[src/rtl/shaper_pkg.sv]
package shaper_pkg;
  localparam logic [7:0] A_CTRL    = 8'h00;
  localparam logic [7:0] A_TICK    = 8'h04;
  localparam logic [7:0] A_REFILL  = 8'h20;
  localparam logic [7:0] A_CEIL    = 8'h40;
  localparam int         B_LIM_EN  = 0;
  localparam int         B_LIM_SEL = 3;
  localparam int         AMT_W     = 19;
  localparam int         PER_W     = 10;
  localparam int         PER_LSB   = 20;
  localparam int         CEIL_W    = 31;
  localparam int         TICK_W    = 16;
endpackage

[src/rtl/shaper_tick.sv]
module shaper_tick #(
  parameter int TICK_W = 16
) (
  input  logic              clk,
  input  logic              rst,
  input  logic              clr,
  input  logic [TICK_W-1:0] limit,
  output logic              tick
);
  logic [TICK_W-1:0] cnt;
  logic [TICK_W-1:0] last;

  assign last = (limit == '0) ? '0 : limit - 1'b1;
  assign tick = (cnt == last);

  always_ff @(posedge clk) begin
    if (rst || clr || tick) cnt <= '0;
    else                    cnt <= cnt + 1'b1;
  end
endmodule

[src/rtl/shaper_bucket.sv]
module shaper_bucket #(
  parameter int AMT_W  = 19,
  parameter int PER_W  = 10,
  parameter int CEIL_W = 31,
  parameter int COST_W = 17
) (
  input  logic              clk,
  input  logic              rst,
  input  logic              shape_on,
  input  logic              en_rise,
  input  logic              tick,
  input  logic              cfg_wr,
  input  logic [AMT_W-1:0]  amt,
  input  logic [PER_W-1:0]  per,
  input  logic [CEIL_W-1:0] ceil,
  input  logic              vld,
  input  logic [COST_W-1:0] cost,
  input  logic              take,
  output logic              elig
);
  localparam int SUM_W = CEIL_W + 2;

  logic [PER_W-1:0]  pcnt;
  logic [PER_W-1:0]  plast;
  logic              fire;
  logic [CEIL_W-1:0] level;
  logic [SUM_W-1:0]  sum;
  logic              enough;

  assign plast  = (per == '0) ? '0 : per - 1'b1;
  assign fire   = shape_on && tick && (pcnt == plast);
  assign enough = ({{(SUM_W-CEIL_W){1'b0}}, level} >= {{(SUM_W-COST_W){1'b0}}, cost});
  assign elig   = vld && (!shape_on || enough);

  always_comb begin
    sum = {{(SUM_W-CEIL_W){1'b0}}, level};
    if (take) sum = sum - {{(SUM_W-COST_W){1'b0}}, cost};
    if (fire) sum = sum + {{(SUM_W-AMT_W){1'b0}}, amt};
  end

  always_ff @(posedge clk) begin
    if (rst || cfg_wr || en_rise)  pcnt <= '0;
    else if (shape_on && tick)     pcnt <= fire ? '0 : pcnt + 1'b1;
  end

  always_ff @(posedge clk) begin
    if (rst)            level <= '1;
    else if (en_rise)   level <= ceil;
    else if (shape_on)  level <= (sum > {2'b00, ceil}) ? ceil : sum[CEIL_W-1:0];
  end

  AST_NO_UNDERFLOW: assert property (@(posedge clk) disable iff (rst)
    (shape_on && take) |-> enough);
  AST_HOLD_OFF: assert property (@(posedge clk) disable iff (rst)
    (!shape_on && $past(!shape_on)) |-> (level == $past(level)));
  AST_CEIL_CAP: assert property (@(posedge clk) disable iff (rst)
    (shape_on && $past(shape_on) && $stable(ceil) && level > $past(level)) |-> (level <= ceil));
endmodule

[src/rtl/shaper_arb.sv]
module shaper_arb #(
  parameter int NQ = 8
) (
  input  logic          clk,
  input  logic          rst,
  input  logic [NQ-1:0] vld,
  input  logic [NQ-1:0] elig,
  output logic [NQ-1:0] pick,
  output logic [NQ-1:0] gnt_q
);
  logic [NQ-1:0] cand;

  assign cand = elig & ~gnt_q;

  always_comb begin
    pick = '0;
    for (int i = NQ - 1; i >= 0; i--) begin
      if (cand[i]) pick = NQ'(1) << i;
    end
  end

  always_ff @(posedge clk) begin
    if (rst) gnt_q <= '0;
    else     gnt_q <= pick;
  end

  AST_ONE_GNT: assert property (@(posedge clk) disable iff (rst)
    $onehot0(gnt_q));
  AST_NO_B2B: assert property (@(posedge clk) disable iff (rst)
    ((gnt_q & $past(gnt_q)) == '0));
  AST_GNT_HAD_REQ: assert property (@(posedge clk) disable iff (rst)
    (gnt_q != '0) |-> ((gnt_q & $past(vld)) != '0));
endmodule

[src/rtl/txq_shaper.sv]
module txq_shaper
  import shaper_pkg::*;
#(
  parameter int NQ    = 8,
  parameter int LEN_W = 14
) (
  input  logic              clk,
  input  logic              rst,
  input  logic              wr_en,
  input  logic [7:0]        wr_addr,
  input  logic [31:0]       wr_data,
  input  logic [NQ-1:0]     req_vld,
  input  logic [NQ*LEN_W-1:0] req_len,
  output logic [NQ-1:0]     gnt
);
  localparam int         QW     = (NQ > 1) ? $clog2(NQ) : 1;
  localparam int         COST_W = LEN_W + 3;
  localparam logic [7:0] SPAN   = 8'(4 * NQ);

  logic              lim_en, lim_sel, shape_d;
  logic              shape_on, en_rise, tick;
  logic [TICK_W-1:0] tick_n;
  logic [AMT_W-1:0]  amt_q  [NQ];
  logic [PER_W-1:0]  per_q  [NQ];
  logic [CEIL_W-1:0] ceil_q [NQ];
  logic [7:0]        rf_off, cl_off;
  logic              rf_hit, cl_hit;
  logic [QW-1:0]     rf_idx, cl_idx;
  logic [NQ-1:0]     elig, pick;

  assign shape_on = !lim_en && !lim_sel;
  assign en_rise  = shape_on && !shape_d;
  assign rf_off   = wr_addr - A_REFILL;
  assign cl_off   = wr_addr - A_CEIL;
  assign rf_hit   = wr_en && (wr_addr >= A_REFILL) && (rf_off < SPAN) &&
                    (wr_data[AMT_W-1:0] != '0);
  assign cl_hit   = wr_en && (wr_addr >= A_CEIL) && (cl_off < SPAN);
  assign rf_idx   = rf_off[2 +: QW];
  assign cl_idx   = cl_off[2 +: QW];

  always_ff @(posedge clk) begin
    if (rst) begin
      lim_en  <= 1'b1;
      lim_sel <= 1'b1;
      tick_n  <= TICK_W'(12);
      shape_d <= 1'b0;
    end else begin
      shape_d <= shape_on;
      if (wr_en && wr_addr == A_CTRL) begin
        lim_en  <= wr_data[B_LIM_EN];
        lim_sel <= wr_data[B_LIM_SEL];
      end
      if (wr_en && wr_addr == A_TICK) tick_n <= wr_data[TICK_W-1:0];
    end
  end

  shaper_tick #(.TICK_W(TICK_W)) tick_i (
    .clk(clk), .rst(rst), .clr(en_rise), .limit(tick_n), .tick(tick)
  );

  for (genvar q = 0; q < NQ; q++) begin : g_q
    logic cfg_wr;
    assign cfg_wr = rf_hit && (rf_idx == QW'(q));

    always_ff @(posedge clk) begin
      if (rst) begin
        amt_q[q]  <= AMT_W'(1);
        per_q[q]  <= PER_W'(1000);
        ceil_q[q] <= '1;
      end else begin
        if (cfg_wr) begin
          amt_q[q] <= wr_data[AMT_W-1:0];
          per_q[q] <= wr_data[PER_LSB +: PER_W];
        end
        if (cl_hit && cl_idx == QW'(q)) ceil_q[q] <= wr_data[CEIL_W-1:0];
      end
    end

    shaper_bucket #(
      .AMT_W(AMT_W), .PER_W(PER_W), .CEIL_W(CEIL_W), .COST_W(COST_W)
    ) bkt_i (
      .clk(clk), .rst(rst), .shape_on(shape_on), .en_rise(en_rise),
      .tick(tick), .cfg_wr(cfg_wr), .amt(amt_q[q]), .per(per_q[q]),
      .ceil(ceil_q[q]), .vld(req_vld[q]),
      .cost({req_len[q*LEN_W +: LEN_W], 3'b000}),
      .take(pick[q]), .elig(elig[q])
    );
  end

  shaper_arb #(.NQ(NQ)) arb_i (
    .clk(clk), .rst(rst), .vld(req_vld), .elig(elig), .pick(pick), .gnt_q(gnt)
  );

  AST_RESET_QUIET: assert property (@(posedge clk)
    rst |=> (gnt == '0));
endmodule

[config.mk]
export PLATFORM = sky130hd
export DESIGN_NAME = txq_shaper
export DESIGN_NICKNAME = d
export VERILOG_FILES = /design/src/rtl/shaper_pkg.sv /design/src/rtl/shaper_tick.sv /design/src/rtl/shaper_bucket.sv /design/src/rtl/shaper_arb.sv /design/src/rtl/txq_shaper.sv
export SDC_FILE = /design/constraint.sdc
export NUM_CORES = 2
export LEC_CHECK = 0
export BUFFER_PORTS_ARGS = -buffer_cell sky130_fd_sc_hd__buf_2
export CAP_MARGIN = 20
export CORE_UTILIZATION = 45
export CTS_CLUSTER_SIZE = 40
export DETAILED_ROUTE_END_ITERATION = 10
export GPL_TIMING_DRIVEN = 0
export PLACE_DENSITY = 0.6
export SYNTH_ARGS = -nofsm -noshare
export SYNTH_HDL_FRONTEND = slang
export SYNTH_SLANG_ARGS = --single-unit
[constraint.sdc]
create_clock -name clk -period 24.5 [get_ports clk]
set_input_delay 1.225 -clock clk [delete_from_list [all_inputs] [get_ports clk]]
set_output_delay 1.225 -clock clk [all_outputs]
set_load 0.005 [all_outputs]
==> results by group <==
Outcome
  – Outcome: completed

Timing
  – Count of pins over their slew limit: 0
  – Final setup viols: 0
  – RSZ-0062 raised after global routing: no
  – Worst slew pin tran: 1.319 ns
  – Final worst-path cycle share: 48.24%
  – Fmax: 0.08461 GHz
  – Hold Vio Cnt, Final: 0
  – Clock Skews: 0.02603 ns
  – Min Clock Period, post-route: 11.82 ns
  – Hold_ws: 0.4889 ns
  – Rel. slew slack: 12.05%
  – Final setup TNS: 0 ns

Synth
  – Count of different cell masters after synthesis: 116
  – Top cell type's share of synthesized area: 21.88%
  – Register area share after synthesis: 33.16%
  – Syn nets: 8353
  – Cell taking the most area after synthesis: edfxtp_1
  – Synth area leaders: edfxtp_1, dfxtp_1, ha_1
  – EDFF count, synth: 480
  – Syn_area_per_cell: 8.617 um2
  – Most common cell in the netlist: nor2_1
  – Async set-reset flop share out of synthesis: 0%
  – Mapped Cells: 7643
  – Synth cell count leaders: nor2_1, ha_1, a21oi_1
  – Yosys warning count: 0
  – Synth Flop Type: edfxtp_1
  – Post-synthesis cell area: 65860 um2
  – Flops & latches, synth: 851

Critical path
  – Critical path class: input pin to flop
  – Family with the most delay on the worst path: compound AO/OA/AOI/OAI gates
  – Crit path DAT: roughly 12 ns
  – Worst stage delay on the critical path: 1.03 ns
  – Crit. End Element: flop
  – WP buf/inv: 6
  – CP startpoint kind: input pin
  – Crit Path Max Fanout: 10
  – Cell mode on critical path: o21ai_0
  – Slowest-stage cell, CP: nor4_4
  – Worst endpoint required time: 25.13 ns

Layout
  – Layout cell share with drive strength beyond 1: 10.18%
  – Layout fillers: 13760
  – Nets: between 8000 and 9000
  – Area occupied by multi-input gates: 40680 um2
  – Area Overhead vs Synth: 12.54%
  – Sequential cell area: roughly 22000 um2

CTS
  – CTS Buffer Depth: 3
  – Clk sinks: 851
  – CTS Buf Count: 102
  – H-Tree Depth: 3
  – Clk_lat worst skew: ~0.75 ns
  – CTS resizes: 0
  – CTS Root Cell: clkbuf_16
  – CTS Hold Bufs: 0
  – Clock-pin slew on the worst setup and hold paths: about 0.06 ns
  – CTS tree: built
  – Post-CTS Setup Inserts: 0

Power
  – Worst VDD drop: 72.13 uV
  – Leakage: around 0.028 uW
  – PD cells: roughly 51 nW/um2

Detailed routing
  – Final ANT Viol Nets: 0
  – DRT Pass-1 Iters: 5
  – DRT Wirelength: 270900 um
  – Via count: about 63000
  – DR WL/cell: 26.92 um
  – Iter 0 DRT Violations: 7319
  – DR vias/cell: 6.228
  – DR DRC count: 0

Run
  – Max_cap viols: 0

Floorplanning
  – DIE HEIGHT: roughly 380 um
  – Row cnt: 140
  – Number of I/O pins: 171
  – Die width: between 300 and 400 um
  – Floorplan core area: 145400 um2
  – Die Area: about 150000 um2
  – Initial core utilization: 45.30%

Global route
  – GRT Total Usage: between 30 and 40%
  – Vias in the first global route: about 57000
  – Grt ovf: 0
  – Initial antenna violation count: 54
  – Largest net degree at the start of global routing: 32
  – First-pass GRT wire length: 385100 um

Placed design
  – DP HPWL: 205000 um
  – Placer Congestion: 0.9959
  – Port bufs: between 150 and 200

Hold path
  – Worst hold path type: flop to flop
-- final timing paths --
| path | startpoint | to | slack, ns | cells after the start |
|---|---|---|---|---|
| setup reg to reg | g_q[1].bkt_i.level[20]$_SDFFE_PP1P_ | g_q[7].bkt_i.level[28]$_SDFFE_PP1P_ | 12.69 | 36 |
| hold reg to reg | g_q[7].bkt_i.pcnt[5]$_SDFFE_PP0P_ | g_q[7].bkt_i.pcnt[5]$_SDFFE_PP0P_ | 0.49 | 2 |
| setup / recovery | req_len[1] | g_q[6].bkt_i.level[10]$_SDFFE_PP1P_ | 12.68 | 38 |
| hold / removal | g_q[7].bkt_i.pcnt[5]$_SDFFE_PP0P_ | g_q[7].bkt_i.pcnt[5]$_SDFFE_PP0P_ | 0.49 | 2 |
-- cell type report --
cell class              count  area share (%)
diodes                     79          0.2667
plain buffers             422           2.382
clock buffers             132           3.775
clock inverters            60          0.8052
inverters                 487           2.466
multi-input cells        5883           54.88
flip-flops and latches    851           29.47
well taps                1917           3.236
repair buffers            232           2.723
-- power by group --
| group | internal [uW] | leakage (uW) | switching [uW] |
|---|---|---|---|
| clock network | 911 | 0.00166 | 679 |
| logic | 227 | 0.0185 | 421 |
| registers | 1550 | 0.00773 | 26.8 |
| total | 2690 | 0.0279 | 1130 |
-- flip-flops by register name, indices dropped and copies added, names as in the netlist --
register and count:
ceil_q 248, g_q.bkt_i.level 248, amt_q 152, g_q.bkt_i.pcnt 80
per_q 80, tick_i.cnt 16, tick_n 16, arb_i.gnt_q 8
lim_en 1, lim_sel 1, shape_d 1
-- worst register-to-register path, delay by kind of cell (launching register included) --
| family | cells | cell delay, ns |
|---|---|---|
| multiplexers | 1 | 0.44 |
| AO/OA/AOI/OAI | 12 | 2.99 |
| buffers and inverters | 9 | 3.27 |
| adder cells (fa/ha/maj) | 2 | 0.66 |
| AND/OR/NAND/NOR | 11 | 3.78 |
| XOR/XNOR | 1 | 0.14 |
| flip-flops | 1 | 0.38 |
-- stage by stage --
step / area (um2) / cells / worst slack, ns / power [uW] / utilization [%]
after floorplan: 65860 / 7643 / 15.48 / 1998 / -
after global placement: 69110 / 9729 / 11.46 / 2210 / 47.53
after detailed placement: 70470 / 9786 / 12.42 / 2234 / 48.47
after CTS: 73860 / 9978 / 12.47 / 3809 / 50.80
after global routing: 73920 / 9985 / 12.24 / 3924 / 50.85
final: 74120 / 10060 / 12.68 / 3816 / 50.98
-- per-layer routing --
| layer | global-route usage, % | share of wire, % | vias to the layer above | wire length [um] |
|---|---|---|---|---|
| met1 | 47.59 | 41 | 29970 | 110000 |
| met3 | 5.676 | 10 | 650 | 27060 |
| met4 | 19.46 | 5.5 | 12 | 14900 |
| met5 | 0 | 0.031 | - | 83 |
| met2 | 54.55 | 44 | 3294 | 118800 |
| li1 | - | - | 28750 | - |
-- cell usage in the layout (no fill, tap or decap), drive strengths merged, types with 342 or more instances in the layout --
| cell | count |
|---|---|
| inv | 493 |
| ha | 531 |
| nor3 | 342 |
| o21ai | 374 |
| dfxtp | 371 |
| nand2 | 431 |
| a21oi | 499 |
| clkbuf | 487 |
| edfxtp | 480 |
| nor2 | 537 |
-- kinds of logic (layout without fill, tap and decap cells) --
family / Yosys count / count (layout) / synth area share (%)
AO/OA/AOI/OAI: 1695 / 1695 / 16.78
multiplexers: 185 / 185 / 2.998
adder cells (fa/ha/maj): 548 / 548 / 10.59
XOR/XNOR: 538 / 538 / 7.217
other: 0 / 79 / 0
AND/OR/NAND/NOR: 2917 / 2917 / 23.86
flip-flops: 851 / 851 / 33.16
buffers and inverters: 909 / 1333 / 5.403
Power figures use the tool's default switching activity.
